==> config.mk <==
export PLATFORM = sky130hd
export DESIGN_NAME = eagen_top
export DESIGN_NICKNAME = d
export VERILOG_FILES = /design/src/rtl/eagen_pkg.sv /design/src/rtl/eagen_gate.sv /design/src/rtl/eagen_scaler.sv /design/src/rtl/eagen_sum3.sv /design/src/rtl/eagen_top.sv
export SDC_FILE = /design/constraint.sdc
export NUM_CORES = 1
export LEC_CHECK = 0
export BUFFER_PORTS_ARGS = -buffer_cell sky130_fd_sc_hd__buf_2
export CAP_MARGIN = 20
export CORE_MARGIN = 1
export CORE_UTILIZATION = 49
export CTS_BUF_LIST = sky130_fd_sc_hd__clkbuf_8
export DETAILED_ROUTE_END_ITERATION = 7
export PLACE_DENSITY = 0.8
export SYNTH_ARGS = -nofsm -noshare
export SYNTH_HDL_FRONTEND = slang
export SYNTH_SLANG_ARGS = --single-unit
export TNS_END_PERCENT = 100
==> constraint.sdc <==
create_clock -name clk -period 3.69 [get_ports clk]
set_clock_uncertainty 0.1 [all_clocks]
set_input_delay 0 -clock clk [delete_from_list [all_inputs] [get_ports clk]]
set_output_delay 0 -clock clk [all_outputs]
set_load 0.01 [all_outputs]
==> src/rtl/eagen_pkg.sv <==
package eagen_pkg;

    typedef enum logic [1:0] {
        OUT_NONE = 2'd0,
        OUT_MEM  = 2'd1,
        OUT_LEA  = 2'd2
    } out_state_t;

endpackage

==> src/rtl/eagen_gate.sv <==
module eagen_gate #(
    parameter int ADDR_W = 32
) (
    input  logic              en,
    input  logic [ADDR_W-1:0] val,
    output logic [ADDR_W-1:0] term
);
    always_comb begin
        term = en ? val : '0;
    end
endmodule

==> src/rtl/eagen_scaler.sv <==
module eagen_scaler #(
    parameter int ADDR_W  = 32,
    parameter int SCALE_W = 2
) (
    input  logic [ADDR_W-1:0]  val,
    input  logic [SCALE_W-1:0] sel,
    output logic [ADDR_W-1:0]  scaled
);
    localparam int NUM_SCALES = 1 << SCALE_W;

    logic [ADDR_W-1:0] options [NUM_SCALES];

    for (genvar k = 0; k < NUM_SCALES; k++) begin : g_shift
        assign options[k] = val << k;
    end

    always_comb begin
        scaled = options[sel];
    end
endmodule

==> src/rtl/eagen_sum3.sv <==
module eagen_sum3 #(
    parameter int ADDR_W = 32
) (
    input  logic [ADDR_W-1:0] a,
    input  logic [ADDR_W-1:0] b,
    input  logic [ADDR_W-1:0] c,
    output logic [ADDR_W-1:0] sum
);
    always_comb begin
        sum = a + b + c;
    end
endmodule

==> src/rtl/eagen_top.sv <==
module eagen_top
    import eagen_pkg::*;
#(
    parameter int ADDR_W  = 32,
    parameter int SCALE_W = 2
) (
    input  logic               clk,
    input  logic               rst_n,
    input  logic               req_valid,
    input  logic               req_lea,
    input  logic               base_en,
    input  logic [ADDR_W-1:0]  base_val,
    input  logic               index_en,
    input  logic [ADDR_W-1:0]  index_val,
    input  logic [SCALE_W-1:0] scale_sel,
    input  logic [ADDR_W-1:0]  disp,
    output logic               mem_valid,
    output logic [ADDR_W-1:0]  mem_addr,
    output logic               res_valid,
    output logic [ADDR_W-1:0]  res_data
);
    logic [ADDR_W-1:0] base_term;
    logic [ADDR_W-1:0] index_term;
    logic [ADDR_W-1:0] index_scaled;
    logic [ADDR_W-1:0] ea;

    out_state_t state_q, state_d;
    logic [ADDR_W-1:0] mem_addr_q, res_data_q;

    eagen_gate #(.ADDR_W(ADDR_W)) u_base_gate (
        .en(base_en), .val(base_val), .term(base_term)
    );

    eagen_gate #(.ADDR_W(ADDR_W)) u_index_gate (
        .en(index_en), .val(index_val), .term(index_term)
    );

    eagen_scaler #(.ADDR_W(ADDR_W), .SCALE_W(SCALE_W)) u_scaler (
        .val(index_term), .sel(scale_sel), .scaled(index_scaled)
    );

    eagen_sum3 #(.ADDR_W(ADDR_W)) u_sum (
        .a(base_term), .b(index_scaled), .c(disp), .sum(ea)
    );

    // next-state selection
    always_comb begin
        state_d = OUT_NONE;
        if (req_valid) begin
            state_d = req_lea ? OUT_LEA : OUT_MEM;
        end
    end

    // state register and data capture
    always_ff @(posedge clk) begin
        if (!rst_n) begin
            state_q    <= OUT_NONE;
            mem_addr_q <= '0;
            res_data_q <= '0;
        end else begin
            state_q <= state_d;
            unique case (state_d)
                OUT_MEM:  mem_addr_q <= ea;
                OUT_LEA:  res_data_q <= ea;
                OUT_NONE: ;
                default:  ;
            endcase
        end
    end

    // outputs
    always_comb begin
        mem_valid = 1'b0;
        res_valid = 1'b0;
        unique case (state_q)
            OUT_MEM:  mem_valid = 1'b1;
            OUT_LEA:  res_valid = 1'b1;
            OUT_NONE: ;
            default:  ;
        endcase
        mem_addr = mem_addr_q;
        res_data = res_data_q;
    end
endmodule

* Word level (Yosys, flattened, before mapping)
Cells that the tools add are included.
Widths: inputs -> output; s select.
** Cells by class
- Add/subtract/negate cells :: 2
- Magnitude comparators :: 1
- Equality and inequality tests :: 4
- Multiplexer cells :: 9
- Bitwise logic cells :: 1
** Operator list (count)
- $mux 32 :: 4
- $add 32x32->32 :: 2
- $bmux 32 s2 :: 1
- $eq 2x1->1 const B :: 2
- $eq 2x2->1 const B :: 2
- $mux 2 :: 2
- $ge 3x3->1 const B :: 1
- $not 2->3 :: 1
- $mux 1 :: 2
** Storage, ports and cells
- Flip-flop bits (word level) :: 66
- Input port bits :: 104
- Output and inout bits :: 66
- Word-level logic and storage cells :: 20

* Depth between registers and ports, before layout
Gate-level depths: netlist of run 1.
- Word-level depth :: 6
- Gate-level depth with buffers :: 15
- Mapped depth without buffers :: 13

* Cells and area by module
A second synthesis of run 1 with hierarchy kept.
** Unflattened totals
- Cell total of the unflattened synthesis :: 684
- Area total of the unflattened synthesis :: 6188.4 um^2
** By module, submodules not included
- eagen_top :: times used 1, cells each 251, area an instance 2542.4 um^2
- eagen_sum3 :: times used 1, cells each 292, area an instance 2431.1 um^2
- eagen_scaler :: times used 1, cells each 71, area an instance 704.4 um^2
- eagen_gate :: times used 2, cells each 35, area an instance 255.2 um^2

* Worst setup path before layout of run 1
No wires, ideal clock.
- Path kind :: input to register
- Start point :: in scale_sel[0]
- End point :: reg mem_addr_q[29] (netlist: mem_addr[29])
- Data arrival time :: 3.698 ns
- Required time :: 3.495 ns
- Slack :: -0.204 ns
- Cell stages on the path :: 14
- Path buffers :: 2
- Path through :: clkbuf_1 > clkbuf_1 > mux2i_1 > o21ai_0 > and2_1 > fa_1 > fa_1 > a21o_1 > a221oi_2 > nand4b_4 > a2111oi_4 > o21a_1 > or4_1 > o311ai_1
** On the way
- Longest elaborated chain between the ends :: 6
** RTL lines
- from (decl) :: line eagen_top.sv:15 : input logic [SCALE_W-1:0] scale_sel,
- $not 2->3 (implied by the code) :: line eagen_scaler.sv:18 : scaled = options[sel];
- $bmux 32 s2 :: line eagen_scaler.sv:18
- $mux 32 (implied by the code) (2 in series) :: line eagen_scaler.sv:18
- $add 32x32->32 (2 in series) :: line eagen_sum3.sv:10 : sum = a + b + c;
- to (signal assigned) :: line eagen_top.sv:58 : mem_addr_q <= '0;
- to (signal assigned) :: line eagen_top.sv:63 : OUT_MEM: mem_addr_q <= ea;
- to (decl) :: line eagen_top.sv:28 : logic [ADDR_W-1:0] mem_addr_q, res_data_q;
No other way between the ends. The select of a mux whose other input is x is not followed.
A chain may end at the register's enable or synchronous reset.

* Worst setup path in the final report of run 1
- Start point :: in scale_sel[0]
- End point :: reg mem_addr_q[27] (netlist: mem_addr[27])
The elaborated chain is that of the path after synthesis.

==> run metrics, run 1 <==
run status=complete, but fails checks; violations in the final reports=design-rule violations; fin crit share=around 90%; Largest delay share family, worst path=compound AO/OA/AOI/OAI gates; shortest clock period the worst path allows after layout=3406 ps; number of warnings reported in the yosys synthesis log=0; number of max-cap violations=0; DRC marker count from the first detailed-route iteration=428; remaining global-route overflow=0; area of the core region=around 12,000 um^2; Placer Congestion=0.9278; count of unique library cells instantiated by Yosys=58; DRC violations left=11; CP Cell Sequence=buf_2 -> mux2_2 -> o211a_1 -> fa_1 -> ha_1 -> a21o_1 -> a221oi_2 -> buf_4 -> nand4b_1 -> a211oi_1 -> o21ai_0 -> o311ai_0; path category of the worst min-delay check=primary input to flip-flop; CTS Hold Buffers Added=0; Worst setup SP type=primary input; TritonCTS Buffers=9; part of the Yosys area used for sequential elements=between 20 and 25%; final hold vios=0; detail-routed net length per standard cell=15.16 um; number of antenna violations at the first check in global routing=0; Setup Crit Path Kind=primary input to flip-flop; final standard cell area without fillers=7054 um^2; P_leak=3.483 nW; pin count of the biggest net entering global routing=46; count of flip-flops with a built-in enable after synthesis=0; largest fanout on the critical path=15; number of nets at the end of the flow=1,055; flops & latches, synth=66; clock insertion delay at the later pin of the skew report=between 300 and 400 ps; arrival time at the worst endpoint=3520 ps; post-detailed-route via-to-cell ratio=5.636; root buffer cell=clkbuf_8; total wire length after detailed routing=15,720 um; measured slew at the worst slew-check pin=approximately 720 ps; row count=39; Design Power=~2.7 mW; sum of net half-perimeters after detailed placement=12,670 um; Max-Slew Margin vs Limit=52.04%; # H-tree levels=3; least setup slack across all paths after layout=between 200 and 300 ps; worst stage delay on the critical path=480 ps; ratio of cells with drive above 1 in the final layout=25.28%; buffers added on ports=169; Post-Place Cell Area=6890 um^2; type of destination of the critical path=flip-flop; overall die height=111.5 um; share of async-settable or async-resettable flops after synthesis=0%; Crit-path slowest cell=a211oi_1; vias in the first global route=5,266; total clock sinks=66; setup violation total in the final timing report=0; TritonCTS clock tree=yes; final sum of negative setup slack=0 ps; syn avg cell area=about 8 um^2; setup repair after global routing missed its margin=false; first-pass iteration count of the detailed router=7; Post-synth top flop=dfxtp_1; postcts setup bufs=0; wire length of the first global-routing pass=between 20,000 and 30,000 um; count of inserted antenna diode cells=0; fraction of the core area covered by cells at the end of the flow=61.00%; clock input transition at the sequential cells of the worst setup and hold paths=70 ps; deepest clock path buffer count=2; post-route ant nets=0; routed vias=5,845; initial cell density of the core=50.80%; achievable clock frequency=293.6 MHz; Syn Inst Count=734; nets in the synthesized netlist=900; layout overhead on the synthesized area=20.09%; x dimension of the die=approximately 110 um; required arrival time at the worst endpoint=3810 ps; Crit path buffers/inverters=2; Global Route Usage Sum=25.52%; area of the mapped netlist=5874 um^2; count of pins over their slew limit=0; cells resized by post-CTS repair=0; worst IR drop on VDD=0.1398 mV; setup slack after placement=between 2 and 2.5 ps; total power per unit cell area=381.0 nW/um^2; number of top-level pins=170; area of the die=12,430 um^2
-- registers in the layout (all words and copies together) (netlist names) --
register and count:
state_q 2, res_data 32, mem_addr 32
-- cell usage after synthesis, drive strengths merged, types with 8 or more instances --
master / n / area share (%)
nand2: 140 / 8.9
dfxtp: 66 / 22
a21oi: 55 / 4.7
and2: 41 / 4.4
clkbuf: 41 / 2.6
fa: 32 / 11
and3: 31 / 3.3
mux2i: 31 / 5.3
ha: 30 / 6.4
nor2: 28 / 1.8
nand3: 27 / 2.3
o21ai: 25 / 2.1
xnor2: 16 / 2.4
a31oi: 15 / 1.6
inv: 14 / 0.89
a21o: 12 / 1.5
nand4: 10 / 1.1
nor3: 10 / 0.85
a211oi: 9 / 1.2
buf: 9 / 0.77
or3: 9 / 0.96
o311ai: 8 / 1.2
-- worst paths after layout --
check / cells past startpoint / slack (ps) / start / end
hold / removal: 3 / 30 / rst_n / res_data[15]
setup reg to reg: 2 / 2820 / mem_addr[27] / mem_addr[27]
hold reg to reg: 2 / 350 / mem_addr[5] / mem_addr[5]
setup / recovery: 12 / 280 / scale_sel[0] / mem_addr[27]
-- cells by family after synthesis --
group / share of synthesized area [%]
AOI/OAI and AO/OA: 19.06
xor gates and xnor gates: 2.982
adders and majority gates: 17.29
buffers and inverters: 4.345
DFF: 22.49
muxes: 7.199
and+or+nand+nor: 26.62
-- through the flow --
step | cells | hold slack [ps]
final | 1037 | 32.20
after floorplan | 734 | 183.7
after global routing | 1037 | 56.66
after detailed placement | 1021 | 315.9
after CTS | 1037 | 14.08
after global placement | 1021 | 315.0
-- per-layer routing --
layer / routed length (um) / track usage (%) / part of all wire (%) / vias up
met3: 944 / 2.940 / 6.0 / 18
met4: 201 / 7.027 / 1.3 / 0
li1: - / - / - / 2916
met5: 0 / 0 / 0 / -
met1: 7805 / 38.33 / 50 / 2673
met2: 6765 / 38.50 / 43 / 238
-- power breakdown --
part	internal, mW	switching (mW)
Sequential	0.799	0.0463
Combinational	0.550	0.784
Clock	0.251	0.257
Total	1.60	1.09
-- cell type report --
cell class	instances	area [um^2]
repair buffers	194	1033
fillers	1055	4511
clock inverters	6	26.28
well taps	143	178.9
multi-input cells	603	4300
clock buffers	10	137.6
inverters	15	56.30
flip-flops and latches	66	1321
-- worst register-to-register path, stage by stage (launching register included) --
cell      delay (ps)
dfxtp_1          310
a31oi_1          130
o311ai_0         170
-- placed cells by master (no fill, tap or decap), drive strengths merged, types with 3 or more instances in the layout --
cell	instances
buf	194
nand2	140
o2111ai	4
and3	31
clkbuf	10
nand3	27
dfxtp	66
a31o	3
a21o	12
o21bai	3
o21ai	25
nand3b	4
a21oi	55
or3	9
nor2b	7
nand4	10
mux2i	31
or4	4
xor2	4
mux4	3
nor2	28
a2111oi	4
inv	17
nor3	10
o211ai	4
and2	41
fa	32
o21a	7
xnor2	16
mux2	4
ha	30
nand2b	4
o311ai	8
clkinv	4
a31oi	15
a211oi	9
o211a	6
Note: power is estimated with default switching activity, not from simulation.
==> inputs of run 2 (changes only) <==
RECOVER_POWER = 25   (was unset)
==> run 2 against run 1 <==
Count of clock-buffer cells in the layout stayed put. Critical path depth stayed put. The flow still finishes with violations (design-rule violations). Sequential power hardly changed. Sequential share of layout area is 0.12 points higher. Register-to-register slack better by 20 ps. Cell area is 0.66% lower. Largest cell class unchanged. Clock power hardly changed. Via count hardly changed. Die area stayed put. First-iteration DRC count is 11% higher. Wire length is 0.37% higher.
==> run metrics, run 2 (synthesis results as in run 1) <==
initial cell density of the core=50.80% (unchanged); Max-Slew Margin vs Limit=16.86% (was 52.04%); achievable clock frequency=295.6 MHz (was 293.6 MHz); DRC marker count from the first detailed-route iteration=474 (was 428); DRC violations left=11 (unchanged); first-pass iteration count of the detailed router=7 (unchanged); number of antenna violations at the first check in global routing=0 (unchanged); worst IR drop on VDD=0.1404 mV (was 0.1398 mV); TritonCTS clock tree=yes (unchanged); overall die height=111.5 um (unchanged); share of power burned in combinational logic=49.4% (was 49.6%); x dimension of the die=111.5 um (unchanged); CTS Hold Buffers Added=0 (unchanged); least setup slack across all paths after layout=307.2 ps (was 284.1 ps); clock insertion delay at the later pin of the skew report=330 ps (about the same); NetSw=1.091 mW (was 1.088 mW); # H-tree levels=3 (unchanged); root buffer cell=clkbuf_8 (unchanged); Design Power=2.679 mW (was 2.688 mW); Global Route Usage Sum=25.52% (unchanged); post-route ant nets=0 (unchanged); power share of the sequential group=31.6% (was 31.4%); largest fanout on the critical path=15 (unchanged); fin crit share=91.68% (was 92.30%); post-detailed-route via-to-cell ratio=5.639 (was 5.636); ratio of cells with drive above 1 in the final layout=21.59% (was 25.28%); final sum of negative setup slack=0 ps (unchanged); pin count of the biggest net entering global routing=46 (unchanged); Setup Crit Path Kind=primary input to flip-flop (unchanged); Placed Cells=1,021 (unchanged); clock input transition at the sequential cells of the worst setup and hold paths=70 ps (about the same); Worst setup SP type=primary input (unchanged); number of top-level pins=170 (unchanged); layout overhead on the synthesized area=19.30% (was 20.09%); arrival time at the worst endpoint=3510 ps (was 3520 ps); CP Cell Sequence=buf_2 -> mux2_2 -> o211a_1 -> fa_1 -> ha_1 -> a21o_1 -> a221oi_2 -> buf_4 -> nand4b_1 -> a211oi_1 -> o21ai_0 -> o311ai_0 (unchanged); number of nets at the end of the flow=1,055 (unchanged); FF+latch area=1321 um^2 (unchanged); type of destination of the critical path=flip-flop (unchanged); highest-count cells in the layout ignoring fill and taps=140 x nand2_1, 138 x buf_2, 66 x dfxtp_1 (was 169 x buf_2, 140 x nand2_1, 66 x dfxtp_1); buffers added on ports=169 (unchanged); path category of the worst min-delay check=primary input to flip-flop (unchanged); number of max-cap violations=0 (unchanged); row count=39 (unchanged); remaining global-route overflow=0 (unchanged); cells resized by post-CTS repair=0 (unchanged); Placer Congestion=0.9278 (unchanged); count of pins over their slew limit=0 (unchanged); setup violation total in the final timing report=0 (unchanged); P_leak=3.348 nW (was 3.483 nW); worst stage delay on the critical path=490 ps (was 480 ps); total wire length after detailed routing=15,780 um (was 15,720 um); Crit path buffers/inverters=2 (unchanged); area of the core region=11,560 um^2 (unchanged); Int Power=1.589 mW (was 1.600 mW); deepest clock path buffer count=2 (unchanged); required arrival time at the worst endpoint=3810 ps (about the same); setup slack after placement=2.497 ps (unchanged); post-route insts no fill=1,037 (unchanged); combined area of the multi-input logic cells=4300 um^2 (unchanged); area of the die=12,430 um^2 (unchanged); measured slew at the worst slew-check pin=1247 ps (was 719.3 ps); total clock sinks=66 (unchanged); shortest clock period the worst path allows after layout=3383 ps (was 3406 ps); Largest delay share family, worst path=compound AO/OA/AOI/OAI gates (unchanged); Crit-path slowest cell=a211oi_1 (unchanged); violations in the final reports=design-rule violations (unchanged); switching share of power=40.70% (was 40.47%); setup repair after global routing missed its margin=false (unchanged); detail-routed net length per standard cell=15.21 um (was 15.16 um); TritonCTS Buffers=9 (unchanged); postcts setup bufs=0 (unchanged); total power per unit cell area=382.3 nW/um^2 (was 381.0 nW/um^2); part of the power in the clock network=19.0% (was 18.9%); final hold vios=0 (unchanged); wire length of the first global-routing pass=25,790 um (unchanged); count of inserted antenna diode cells=0 (unchanged); sum of net half-perimeters after detailed placement=12,670 um (unchanged); leading cell type in the layout, fill and taps excluded=nand2_1 (was buf_2); routed vias=5,848 (was 5,845); fill cell count=1,078 (was 1,055); vias in the first global route=5,266 (unchanged); run status=complete, but fails checks (unchanged)
[run 2: cell types whose count changed in the layout (fill, tap and decap cells not counted)]
cell,change
clkbuf_1,+33
buf_4,-2
buf_2,-31
[run 2: worst reg2reg max path, delay by kind of cell (launching register included)]
family             cells  cell delay [ps]
DFF                    1              310
AOI/OAI and AO/OA      2              290
[run 2: worst paths after layout]
check | slack (ps) | end | start | cells past startpoint
worst min register to register | 360 | mem_addr[5] | mem_addr[5] | 2
worst max register to register | 2840 | mem_addr[27] | mem_addr[27] | 2
worst min-delay path | 30 | res_data[8] | rst_n | 3
worst max-delay path | 310 | mem_addr[27] | scale_sel[0] | 12
[run 2: per-stage QoR]
step | utilization, % | hold WS [ps] | instance area, um^2
floorplan | - | 183.7 | 5878
global placement | 59.58 | 315.0 | 6890
detailed placement | 59.58 | 315.9 | 6890
CTS | 61.00 | 14.08 | 7054
global route | 60.60 | 56.66 | 7008
finish | 60.60 | 30.89 | 7008
[run 2: power groups by stage]
stage                     clock (mW)  combinational [mW]  sequential (mW)
after floorplan                    0               0.851            0.894
after global placement             0                1.29            0.859
after detailed placement           0                1.31            0.861
after CTS                      0.522                1.32            0.845
after global routing           0.555                1.46            0.856
final                          0.509                1.32            0.846
[run 2: area by class of cell]
type | instances | share of cell area [%]
clock buffer | 10 | 1.964
clock inverter | 6 | 0.3749
timing repair buffer | 194 | 14.09
inverter | 15 | 0.8034
multi-input combinational | 603 | 61.36
tap | 143 | 2.553
sequential | 66 | 18.85
[run 2: metal layers]
layer	wire length, um	up-vias	global-route usage (%)	part of all wire, %
met5	0	-	0	0
met4	209	0	7.027	1.3
met3	915	18	2.940	5.8
met2	6823	223	38.50	43
met1	7827	2694	38.33	50
li1	-	2913	-	-
